### src/rtl/sipo_pkg.sv
// Shared constants and types for the serial-in register with holding stage.
// Assumes nothing beyond a single system clock domain.
package sipo_pkg;
    localparam int DEF_WIDTH = 8;
    localparam int DEF_SYNC  = 2;
    localparam int CLR_SYNC  = 2;

    typedef struct packed {
        logic shift;
        logic latch;
    } strobe_ev_t;
endpackage

### src/rtl/sync_chain.sv
// Multi-lane flop synchronizer for asynchronous inputs.
// Assumes each lane is independent; STAGES >= 1.
module sync_chain #(
    parameter int LANES  = 3,
    parameter int STAGES = 2
) (
    input  logic             clk,
    input  logic             rst_n,
    input  logic [LANES-1:0] din,
    output logic [LANES-1:0] dout
);
    logic [LANES-1:0] stg [STAGES];

    for (genvar s = 0; s < STAGES; s++) begin : g_stage
        if (s == 0) begin : g_first
            // capture raw inputs
            always_ff @(posedge clk) begin
                if (!rst_n) stg[0] <= '0;
                else        stg[0] <= din;
            end
        end else begin : g_next
            // pass along the chain
            always_ff @(posedge clk) begin
                if (!rst_n) stg[s] <= '0;
                else        stg[s] <= stg[s-1];
            end
        end
    end

    assign dout = stg[STAGES-1];
endmodule

### src/rtl/clr_sync.sv
// Clear conditioner: asserts at once when clr_n falls and releases
// only after STAGES clock edges with clr_n high.
module clr_sync #(
    parameter int STAGES = 2
) (
    input  logic clk,
    input  logic clr_n,
    output logic clr_int_n
);
    logic [STAGES-1:0] rel;

    // asynchronous assert, clocked release
    always_ff @(posedge clk or negedge clr_n) begin
        if (!clr_n) rel <= '0;
        else        rel <= {rel[STAGES-2:0], 1'b1};
    end

    assign clr_int_n = rel[STAGES-1];
endmodule

### src/rtl/shift_stage.sv
// Shift chain: shifts toward the top bit on shift_en.
// Assumes WIDTH >= 2; clr_int_n is clock-released.
module shift_stage #(
    parameter int WIDTH = 8
) (
    input  logic             clk,
    input  logic             rst_n,
    input  logic             clr_int_n,
    input  logic             shift_en,
    input  logic             din,
    output logic [WIDTH-1:0] q
);
    logic [WIDTH-1:0] nxt;

    assign nxt = {q[WIDTH-2:0], din};

    // chain update with asynchronous clear
    always_ff @(posedge clk or negedge clr_int_n) begin
        if (!clr_int_n)   q <= '0;
        else if (!rst_n)  q <= '0;
        else if (shift_en) q <= nxt;
    end
endmodule

### src/rtl/store_stage.sv
// Holding register: parallel load on load, otherwise holds.
// Not touched by the shift-chain clear.
module store_stage #(
    parameter int WIDTH = 8
) (
    input  logic             clk,
    input  logic             rst_n,
    input  logic             load,
    input  logic [WIDTH-1:0] d,
    output logic [WIDTH-1:0] q
);
    // parallel capture
    always_ff @(posedge clk) begin
        if (!rst_n)    q <= '0;
        else if (load) q <= d;
    end
endmodule

### src/rtl/sipo_latch_reg.sv
// Serial-in shift register with separate holding register.
// Strobes and serial data are synchronized and edge-detected on clk;
// par_q / par_oe feed an external tri-state pad wrapper.
module sipo_latch_reg
    import sipo_pkg::*;
#(
    parameter int WIDTH       = DEF_WIDTH,
    parameter int SYNC_STAGES = DEF_SYNC
) (
    input  logic             clk,
    input  logic             rst_n,
    input  logic             clr_n,
    input  logic             ser_in,
    input  logic             shift_strb,
    input  logic             latch_strb,
    input  logic             oe_n,
    output logic [WIDTH-1:0] par_q,
    output logic [WIDTH-1:0] par_oe,
    output logic             ser_out
);
    logic [2:0]       raw_in;
    logic [2:0]       synced;
    logic [1:0]       strb_prev;
    strobe_ev_t       ev;
    logic             shift_pls;
    logic             latch_pls;
    logic             clr_int_n;
    logic [WIDTH-1:0] shift_q;
    logic [WIDTH-1:0] store_q;

    assign raw_in = {latch_strb, shift_strb, ser_in};

    sync_chain #(.LANES(3), .STAGES(SYNC_STAGES)) u_sync (
        .clk  (clk),
        .rst_n(rst_n),
        .din  (raw_in),
        .dout (synced)
    );

    // remember last synchronized strobe levels
    always_ff @(posedge clk) begin
        if (!rst_n) strb_prev <= '0;
        else        strb_prev <= synced[2:1];
    end

    assign ev.shift = synced[1] & ~strb_prev[0];
    assign ev.latch = synced[2] & ~strb_prev[1];
    assign shift_pls = ev.shift;
    assign latch_pls = ev.latch;

    clr_sync #(.STAGES(CLR_SYNC)) u_clr (
        .clk      (clk),
        .clr_n    (clr_n),
        .clr_int_n(clr_int_n)
    );

    shift_stage #(.WIDTH(WIDTH)) u_shift (
        .clk      (clk),
        .rst_n    (rst_n),
        .clr_int_n(clr_int_n),
        .shift_en (shift_pls),
        .din      (synced[0]),
        .q        (shift_q)
    );

    store_stage #(.WIDTH(WIDTH)) u_store (
        .clk  (clk),
        .rst_n(rst_n),
        .load (latch_pls),
        .d    (shift_q),
        .q    (store_q)
    );

    assign par_q   = store_q;
    assign par_oe  = {WIDTH{~oe_n}};
    assign ser_out = shift_q[WIDTH-1];
endmodule

### config.mk
export PLATFORM = sky130hd
export DESIGN_NAME = sipo_latch_reg
export DESIGN_NICKNAME = d
export VERILOG_FILES = /design/src/rtl/sipo_pkg.sv /design/src/rtl/sync_chain.sv /design/src/rtl/clr_sync.sv /design/src/rtl/shift_stage.sv /design/src/rtl/store_stage.sv /design/src/rtl/sipo_latch_reg.sv
export SDC_FILE = /design/constraint.sdc
export NUM_CORES = 1
export LEC_CHECK = 0
export ABC_AREA = 1
export BUFFER_PORTS_ARGS = -buffer_cell sky130_fd_sc_hd__clkbuf_2
export CORE_UTILIZATION = 40
export CTS_BUF_LIST = sky130_fd_sc_hd__clkbuf_16
export CTS_CLUSTER_SIZE = 12
export DETAILED_ROUTE_END_ITERATION = 10
export HOLD_SLACK_MARGIN = 0.08
export PLACE_DENSITY = 0.6
export SETUP_SLACK_MARGIN = 0.5
export SLEW_MARGIN = 20
export SYNTH_ARGS = -nofsm -noshare
export SYNTH_HDL_FRONTEND = slang
export SYNTH_SLANG_ARGS = --single-unit
### constraint.sdc
create_clock -name clk -period 1.5 [get_ports clk]
set_input_delay 0.375 -clock clk [delete_from_list [all_inputs] [get_ports clk]]
set_output_delay 0.375 -clock clk [all_outputs]
set_load 0.005 [all_outputs]
# After elaboration in Yosys (flattened, before gate mapping)
# Memories as Yosys holds them, arrays and structs flattened.
# Index checks and enable logic that the tools add are counted.
# totals
ff_bits,20
ram_bits,6
output_inout_bits,17
memories,1
# mem_list
memory,words,word_bits,read_ports,rd_ports_with_merged_regs,write_ports,line_no,source
u_sync.stg,2,3,2,0,2,sync_chain.sv:12,logic [LANES-1:0] stg [STAGES];
# op_classes
n_eq_ne,1
mux,6
bitwise,7
# ops
op,count
8-bit 2-to-1 mux,2
3-bit 2-to-1 mux,2
1-bit NOT,3
1-bit AND,2
1-bit 2-to-1 mux,2
"2-bit by 1-bit inequality test with 1-bit output, second input constant",1
1-bit OR,2

# Logic depth before layout (Yosys ltp)
# Gate-level depths: netlist of the first run.
# logic_depth
word_depth,4
ltp_mapped,5
depth_no_buf,4

# Hierarchy
# A second synthesis of the first run with hierarchy kept.
# hier_totals
cells_unflattened,126
area_unflattened_um2,1068.5
# modules_own_cells
module,instances,cells_per_inst,area_per_inst_um2,seq_area_each_um2
shift_stage,1,36,361.6,200.2
store_stage,1,51,356.6,160.2
sync_chain,1,18,165.2,120.1
sipo_latch_reg,1,18,131.4,40.0
clr_sync,1,3,53.8,50.0

# Worst setup path after synthesis of the first run
# Ideal clock, no wire load.
# synth_timing
kind,in2out
from,input port oe_n
to,output port par_oe[1]
arrival_time_ns,0.663
setup_slack_ns,0.462
path_stages,2
n_path_buf,1
cell_sequence,inv_1 buf_4
# synth_via
elab_chain_len,1
# synth_rtl
element,line_no,source
start: declaration,sipo_latch_reg.sv:16,"input logic oe_n,"
1-bit NOT,sipo_latch_reg.sv:75,assign par_oe = {WIDTH{~oe_n}};
end: declaration,sipo_latch_reg.sv:18,"output logic [WIDTH-1:0] par_oe,"
# No other way between the ends.

# Worst setup path after layout of the first run
# layout_timing
from,register u_shift.q[7]
to,output port ser_out
# layout_lines
element,line_no,source
start: declaration,shift_stage.sv:11,output logic [WIDTH-1:0] q
start signal: assignment,shift_stage.sv:21,else if (shift_en) q <= nxt;
end: declaration,sipo_latch_reg.sv:19,output logic ser_out
# No word-level cell between the ends.

==> results of run 1 <==
[layer usage]
metal	vias up	routed length, microns	share of wire (%)	GRT usage, %
met4	0	10	0.63	2.63
met2	22	811	51	25.1
met5	-	0	0	0
met1	314	664	42	14.5
met3	2	92	5.8	6.03
li1	407	-	-	-
[cells by family (layout without fill, tap and decap cells)]
group,Yosys count,count (layout)
AO/OA/AOI/OAI,7,7
buffers and inverters,36,54
flip-flops,26,26
other,1,1
AND/OR/NAND/NOR,60,60
[layout make-up]
class / count / area (sq um)
clock buffer: 3 / 75.1
multi-input combinational: 68 / 293
tap: 30 / 37.5
inverter: 25 / 97.6
fill: 251 / 1210
sequential: 26 / 584
clock inverter: 1 / 30.0
timing repair buffer: 25 / 154
[state kept, by name (all words and copies together) (netlist names)]
register	count
u_shift.q	8
strb_prev	2
u_store.q	8
u_sync.stg	6
u_clr.rel	2
[synth_stat cells, drive strengths merged]
cell type  number  area [sq um]
nand2          32           125
inv            25          93.8
nor2           18          77.6
dfxtp          16           320
buf            11          87.6
dfrtp          10           250
nand3           9          45.0
o21ai           7          35.0
conb            1          3.75
nand4           1          6.26
[power by group]
group           total, W  switching [W]  internal (W)  leakage, nW
Clock           0.000757       0.000226      0.000530       0.0511
Combinational  0.0000922      0.0000490     0.0000431        0.341
Sequential      0.000734      0.0000158      0.000718        0.270
[per-stage QoR]
step / cell area [sq um] / cells / util (%) / power, W / hold slack, ns
floorplan: 1050 / 130 / - / 0.000815 / 0.0794
global placement: 1110 / 172 / 44.9 / 0.000831 / 0.132
detailed placement: 1110 / 172 / 44.9 / 0.000834 / 0.142
CTS: 1250 / 178 / 50.4 / 0.00160 / 0.149
global route: 1270 / 178 / 51.3 / 0.00165 / 0.165
finish: 1270 / 178 / 51.3 / 0.00158 / 0.135
[final timing paths]
path	slack [ns]	endpoint	startpoint
max in group asynchronous	0.98	u_clr.rel[1]$_DFF_PN0_	clr_n
max	0.39	ser_out	u_shift.q[7]$_DFFE_PN0P_
min in group clk	0.30	u_sync.stg[0][2]$_SDFF_PN0_	latch_strb
max reg2reg	0.62	u_shift.q[1]$_DFFE_PN0P_	strb_prev[0]$_SDFF_PN0_
min reg2reg	0.14	u_shift.q[7]$_DFFE_PN0P_	u_clr.rel[1]$_DFF_PN0_
min	0.14	u_shift.q[7]$_DFFE_PN0P_	u_clr.rel[1]$_DFF_PN0_
[what timing repair did]
| item | in CTS | in global routing |
|---|---|---|
| hold endpoints to repair | 2 | 0 |
| endpoints found under the setup margin | 19 | 26 |
| hold buffers | 1 | 0 |
| setup buffers | 1 | 0 |
| resized for setup | 9 | 7 |
==> reports/summary.md, run 1 <==
• complete, no violations — run status
• 1.11 ns — time the worst path needs with I/O delays and setup
• sky130_fd_sc_hd__dfrtp_1 — slowest cell on the critical path
• 0% — adder and majority gate portion of the synthesized area
• 24 — number of I/O pins
• 0.303 ns — worst slack after detailed placement
• 13.7% — GRT Resource Usage Total
• 1240 nW/um^2 — P per Cell Area
• 1 — cell count along the critical path
• reg -> out — type of the worst setup path
• 0 — number of remaining DRC errors
• 23 — Port-buffer cells
• sky130_fd_sc_hd__clkbuf_16 — root buffer selected by CTS
• 156 — number of nets in the layout
• 2 — maximum clock path buffer count
• 0 — final-report hold violation count
• 18 — num rows
• 4 — DRT Pass-1 Iters
• 53.1 microns — height of the die
• 21.7% — area added between synthesis and finish
• 4.19 — via-per-instance ratio
• flip-flops — delay-heaviest family, CP
• true — RSZ-0062 raised after global routing
• sky130_fd_sc_hd__nand2_1 — commonest non-fill, non-tap cell in the layout
• 0.00158 ns — Fin Clk Skew
• 0.37 ns — Largest stage delay, worst path
• 1.58 mm — wirelength, routed
• 42.2% — Initial Utilization
• 130 — post-synthesis instance total
• 1 — Crit path buffers/inverters
• 0% — multiplexer share of the synthesized area
• 2 — worst-path fanout max
• 0 ns — Fin Setup TNS
• 674 — via count of the first global-routing pass
• 1 — number of levels in the clock H-tree
• 4 — number of cells traversed by the worst register-to-register path
• 17 — Netlist cell types
• 1.15 mm — HPWL reported at the end of detailed placement
• 1.12 ns — CP required
• reg -> async — classification of the worst-slack hold path
• 0 — number of max-capacitance violations reported
• 0 — setup violators final
• 2820 sq um — full die area
• 24.3% — area share of and/or/nand/nor cells after synthesis
• 0 — post-route ant nets
• 0.391 ns — final worst-path setup slack
• 8.04 sq um — Avg Cell Area, Syn
• 0.663 nW — Static Leak
• clkbuf_2 — CP Cell Sequence
• 137 — Mapped Nets
• flop — crit start category
• 2480 sq um — placeable core region
• built — clock tree from TritonCTS
• 3.35% — share of the synthesized area in compound gates (AO/OA/AOI/OAI)
• 74.0% — portion of the clock cycle consumed by the worst path in the final layout
• 1040 sq um — Post-Syn Area
• 0 — Slew Viols, Final
• 0.676 — placer's final routability congestion estimate
• 0 — antenna violations before repair
• 53.1 microns — Chip Width
• 26 — largest net degree at the start of global routing
• 6 — number of DRC markers after the initial detailed-route iteration
• simple AND/OR/NAND/NOR gates — largest family of logic cells by synthesized area
• 2.74 mm — wire length of the first global-routing pass
• 54.6% — part of the Yosys area used for sequential elements
• 30 x sky130_fd_sc_hd__nand2_1, 22 x sky130_fd_sc_hd__inv_1, 19 x sky130_fd_sc_hd__clkbuf_2 — commonest cells after routing, fill and taps aside
• 745 — total vias in the final route
• 0.26 ns — clock latency at the later pin of the worst-skew pair
• 26 — flip-flop and latch count after synthesis
• output port — crit path capture type
• 0 — YS warnings
• 3 — number of CTS-inserted buffers
• 29.7% — share of layout cells above drive strength 1
• 0.06 ns — Worst-path clk slew
• 0.73 ns — Worst Path Arrival
• 902 MHz — maximum achievable frequency
• 26 — Sinks on Clock Net
• 0 — n_diodes
• 0 — global-route congestion overflow total
• 0% — area share of xor/xnor cells in the synthesized design
• 1370 uV — worst vdd rail ir drop
• 8.87 microns — Wirelength per Cell
(Power assumes the default switching activity.)
==> inputs of run 2 (changes only) <==
--- a/config.mk
+++ b/config.mk
@@ -12,7 +12,7 @@
 export CTS_CLUSTER_SIZE = 12
 export DETAILED_ROUTE_END_ITERATION = 10
 export HOLD_SLACK_MARGIN = 0.08
-export PLACE_DENSITY = 0.6
+export PLACE_DENSITY = 0.63
 export SETUP_SLACK_MARGIN = 0.5
 export SLEW_MARGIN = 20
 export SYNTH_ARGS = -nofsm -noshare
==> constraint.sdc (replaced) <==
create_clock -name clk -period 1 [get_ports clk]
set_input_delay 0.25 -clock clk [delete_from_list [all_inputs] [get_ports clk]]
set_output_delay 0.25 -clock clk [all_outputs]
set_load 0.005 [all_outputs]
==> run 2 against run 1 <==
  * Flip-flop and latch count unchanged
  * Cell count rose by 3.4%
  * Non-clock buffer count increased by 5
  * Total power up 54%
  * Worst setup slack lost 0.38 ns
  * Worst hold slack lost 0.0025 ns
  * First-iteration DRC count unchanged
  * Sequential power up 50%
  * Via count up 6.3%
  * Combinational power rose by 110%
  * Die area did not move
  * Critical path type unchanged
  * Critical endpoint unchanged
==> reports/summary.md, run 2 (synthesis results as in run 1) <==
• complete, no violations — run status
• u_store.q[5]$_SDFFE_PN0P_ — capturing point of the worst reg2reg path
• 98.9% — portion of the clock cycle consumed by the worst path in the final layout
• 0 — antenna violations before repair
• 42.2% — Initial Utilization
• 6 — number of DRC markers after the initial detailed-route iteration
• 675 — via count of the first global-routing pass
• 0 — number of remaining DRC errors
• 24 — number of I/O pins
• 1 — number of levels in the clock H-tree
• built — clock tree from TritonCTS
• 0.989 ns — time the worst path needs with I/O delays and setup
• sky130_fd_sc_hd__dfrtp_1 — slowest cell on the critical path
• 0 — n_diodes
• u_shift.q: 8 flops, u_store.q: 8 flops, u_sync.stg: 6 flops — registers with the most flip-flops
• 3 — number of CTS-inserted buffers
• 1680 nW/um^2 — P per Cell Area
• 2 — maximum clock path buffer count
• 0.750 — placer's final routability congestion estimate
• 2 — worst-path fanout max
• 4 — DRT Pass-1 Iters
• 4 — number of cells traversed by the worst register-to-register path
• 0.06 ns — Worst-path clk slew
• 2.74 mm — wire length of the first global-routing pass
• sky130_fd_sc_hd__clkbuf_16 — root buffer selected by CTS
• flip-flops — delay-heaviest family, CP
• 9.61 microns — Wirelength per Cell
• 162 — number of nets in the layout
• 1.19 mm — HPWL reported at the end of detailed placement
• 1740 uV — worst vdd rail ir drop
• 0.733 nW — Static Leak
• 0 — number of max-capacitance violations reported
• 2480 sq um — placeable core region
• 0 — Slew Viols, Final
• 16 — largest net degree at the start of global routing
• 53.1 microns — height of the die
• 0 — global-route congestion overflow total
• 45.5% — share of layout cells above drive strength 1
• 0.00244 W — Power, Total
• 23 — Port-buffer cells
• 1.77 mm — wirelength, routed
• 0 — post-route ant nets
• clkbuf_2 — CP Cell Sequence
• 1 — Crit path buffers/inverters
• 0.17 ns — reg2reg setup slack
• 0.37 ns — Largest stage delay, worst path
• 4.30 — via-per-instance ratio
• 0.74 ns — Worst Path Arrival
• output port — crit path capture type
• 0.26 ns — clock latency at the later pin of the worst-skew pair
• sky130_fd_sc_hd__nand2_1 — commonest non-fill, non-tap cell in the layout
• flop — crit start category
• 26 — Sinks on Clock Net
• reg -> out — type of the worst setup path
• 174 — placed cell count
• u_sync.stg[1][2]$_SDFF_PN0_ — reg-to-reg startpoint
• 18 — num rows
• 53.1 microns — Chip Width
• 38.6% — area added between synthesis and finish
• 0.00512 ns — Fin Clk Skew
• 0 — final-report hold violation count
• true — RSZ-0062 raised after global routing
• 58.4% — Post-Route Utilization
• 1010 MHz — maximum achievable frequency
• 184 — final cell count without fillers
• 0.75 ns — CP required
• 0 — setup violators final
• reg -> async — classification of the worst-slack hold path
• 2820 sq um — full die area
• 14.1% — GRT Resource Usage Total
• 792 — total vias in the final route
• 22 x sky130_fd_sc_hd__nand2_1, 19 x sky130_fd_sc_hd__inv_1, 18 x sky130_fd_sc_hd__clkbuf_2 — commonest cells after routing, fill and taps aside
[run 2: cell count changes in the layout (fill, tap and decap cells not counted), sizes merged]
cell    change
buf         +7
nand2       +1
clkbuf      -2
[run 2: layout make-up]
class,instances,area (sq um)
Multi-Input combinational cell,69,378
Fill cell,230,1030
Sequential cell,26,591
Timing Repair Buffer,30,234
Tap cell,30,37.5
Clock inverter,1,30.0
Clock buffer,3,75.1
Inverter,25,103
[run 2: how the worst max path moves through the flow]
stage | from | to | slack, ns | depth (start not counted)
3_3_place_gp | rst_n | u_shift.q[7]$_DFFE_PN0P_ | 0.10 | 4
2_1_floorplan | u_sync.stg[1][2]$_SDFF_PN0_ | u_store.q[0]$_SDFFE_PN0P_ | 0.22 | 5
6_report | u_shift.q[7]$_DFFE_PN0P_ | ser_out | 0.01 | 1
3_5_place_dp | rst_n | u_store.q[4]$_SDFFE_PN0P_ | 0.07 | 4
5_1_grt | u_shift.q[7]$_DFFE_PN0P_ | ser_out | -0.04 | 1
4_1_cts | u_shift.q[7]$_DFFE_PN0P_ | ser_out | 0.001 | 1
[run 2: per-stage QoR]
step / area [sq um] / setup TNS, ns / hold WS (ns) / worst slack [ns]
finish: 1450 / 0 / 0.133 / 0.0105
detailed placement: 1150 / 0 / 0.0364 / 0.0742
floorplan: 1090 / 0 / -0.0456 / 0.220
global placement: 1150 / 0 / 0.0352 / 0.102
global route: 1450 / -0.0429 / 0.164 / -0.0429
CTS: 1340 / 0 / 0.144 / 0.00140
[run 2: layer usage]
layer / vias up / wire [microns] / global-route usage [%]
met1: 337 / 760 / 13.7
met5: - / 0 / 0
met3: 4 / 92 / 5.17
li1: 427 / - / -
met4: 0 / 39 / 7.89
met2: 24 / 875 / 25.5
[run 2: timing repair]
item	CTS	global route
pin swaps	17	14
hold buffers	1	0
hold endpoints to repair	2	0
endpoints found under the setup margin	41	38
resized for setup	15	26
setup buffers	3	1
cloned	1	0
[run 2: report_power, final]
part	switching, W	leakage (nW)	total [W]	internal, W
logic	0.0000948	0.410	0.000193	0.0000981
registers	0.0000256	0.272	0.00110	0.00108
clock network	0.000347	0.0511	0.00114	0.000796
total	0.000467	0.733	0.00244	0.00197
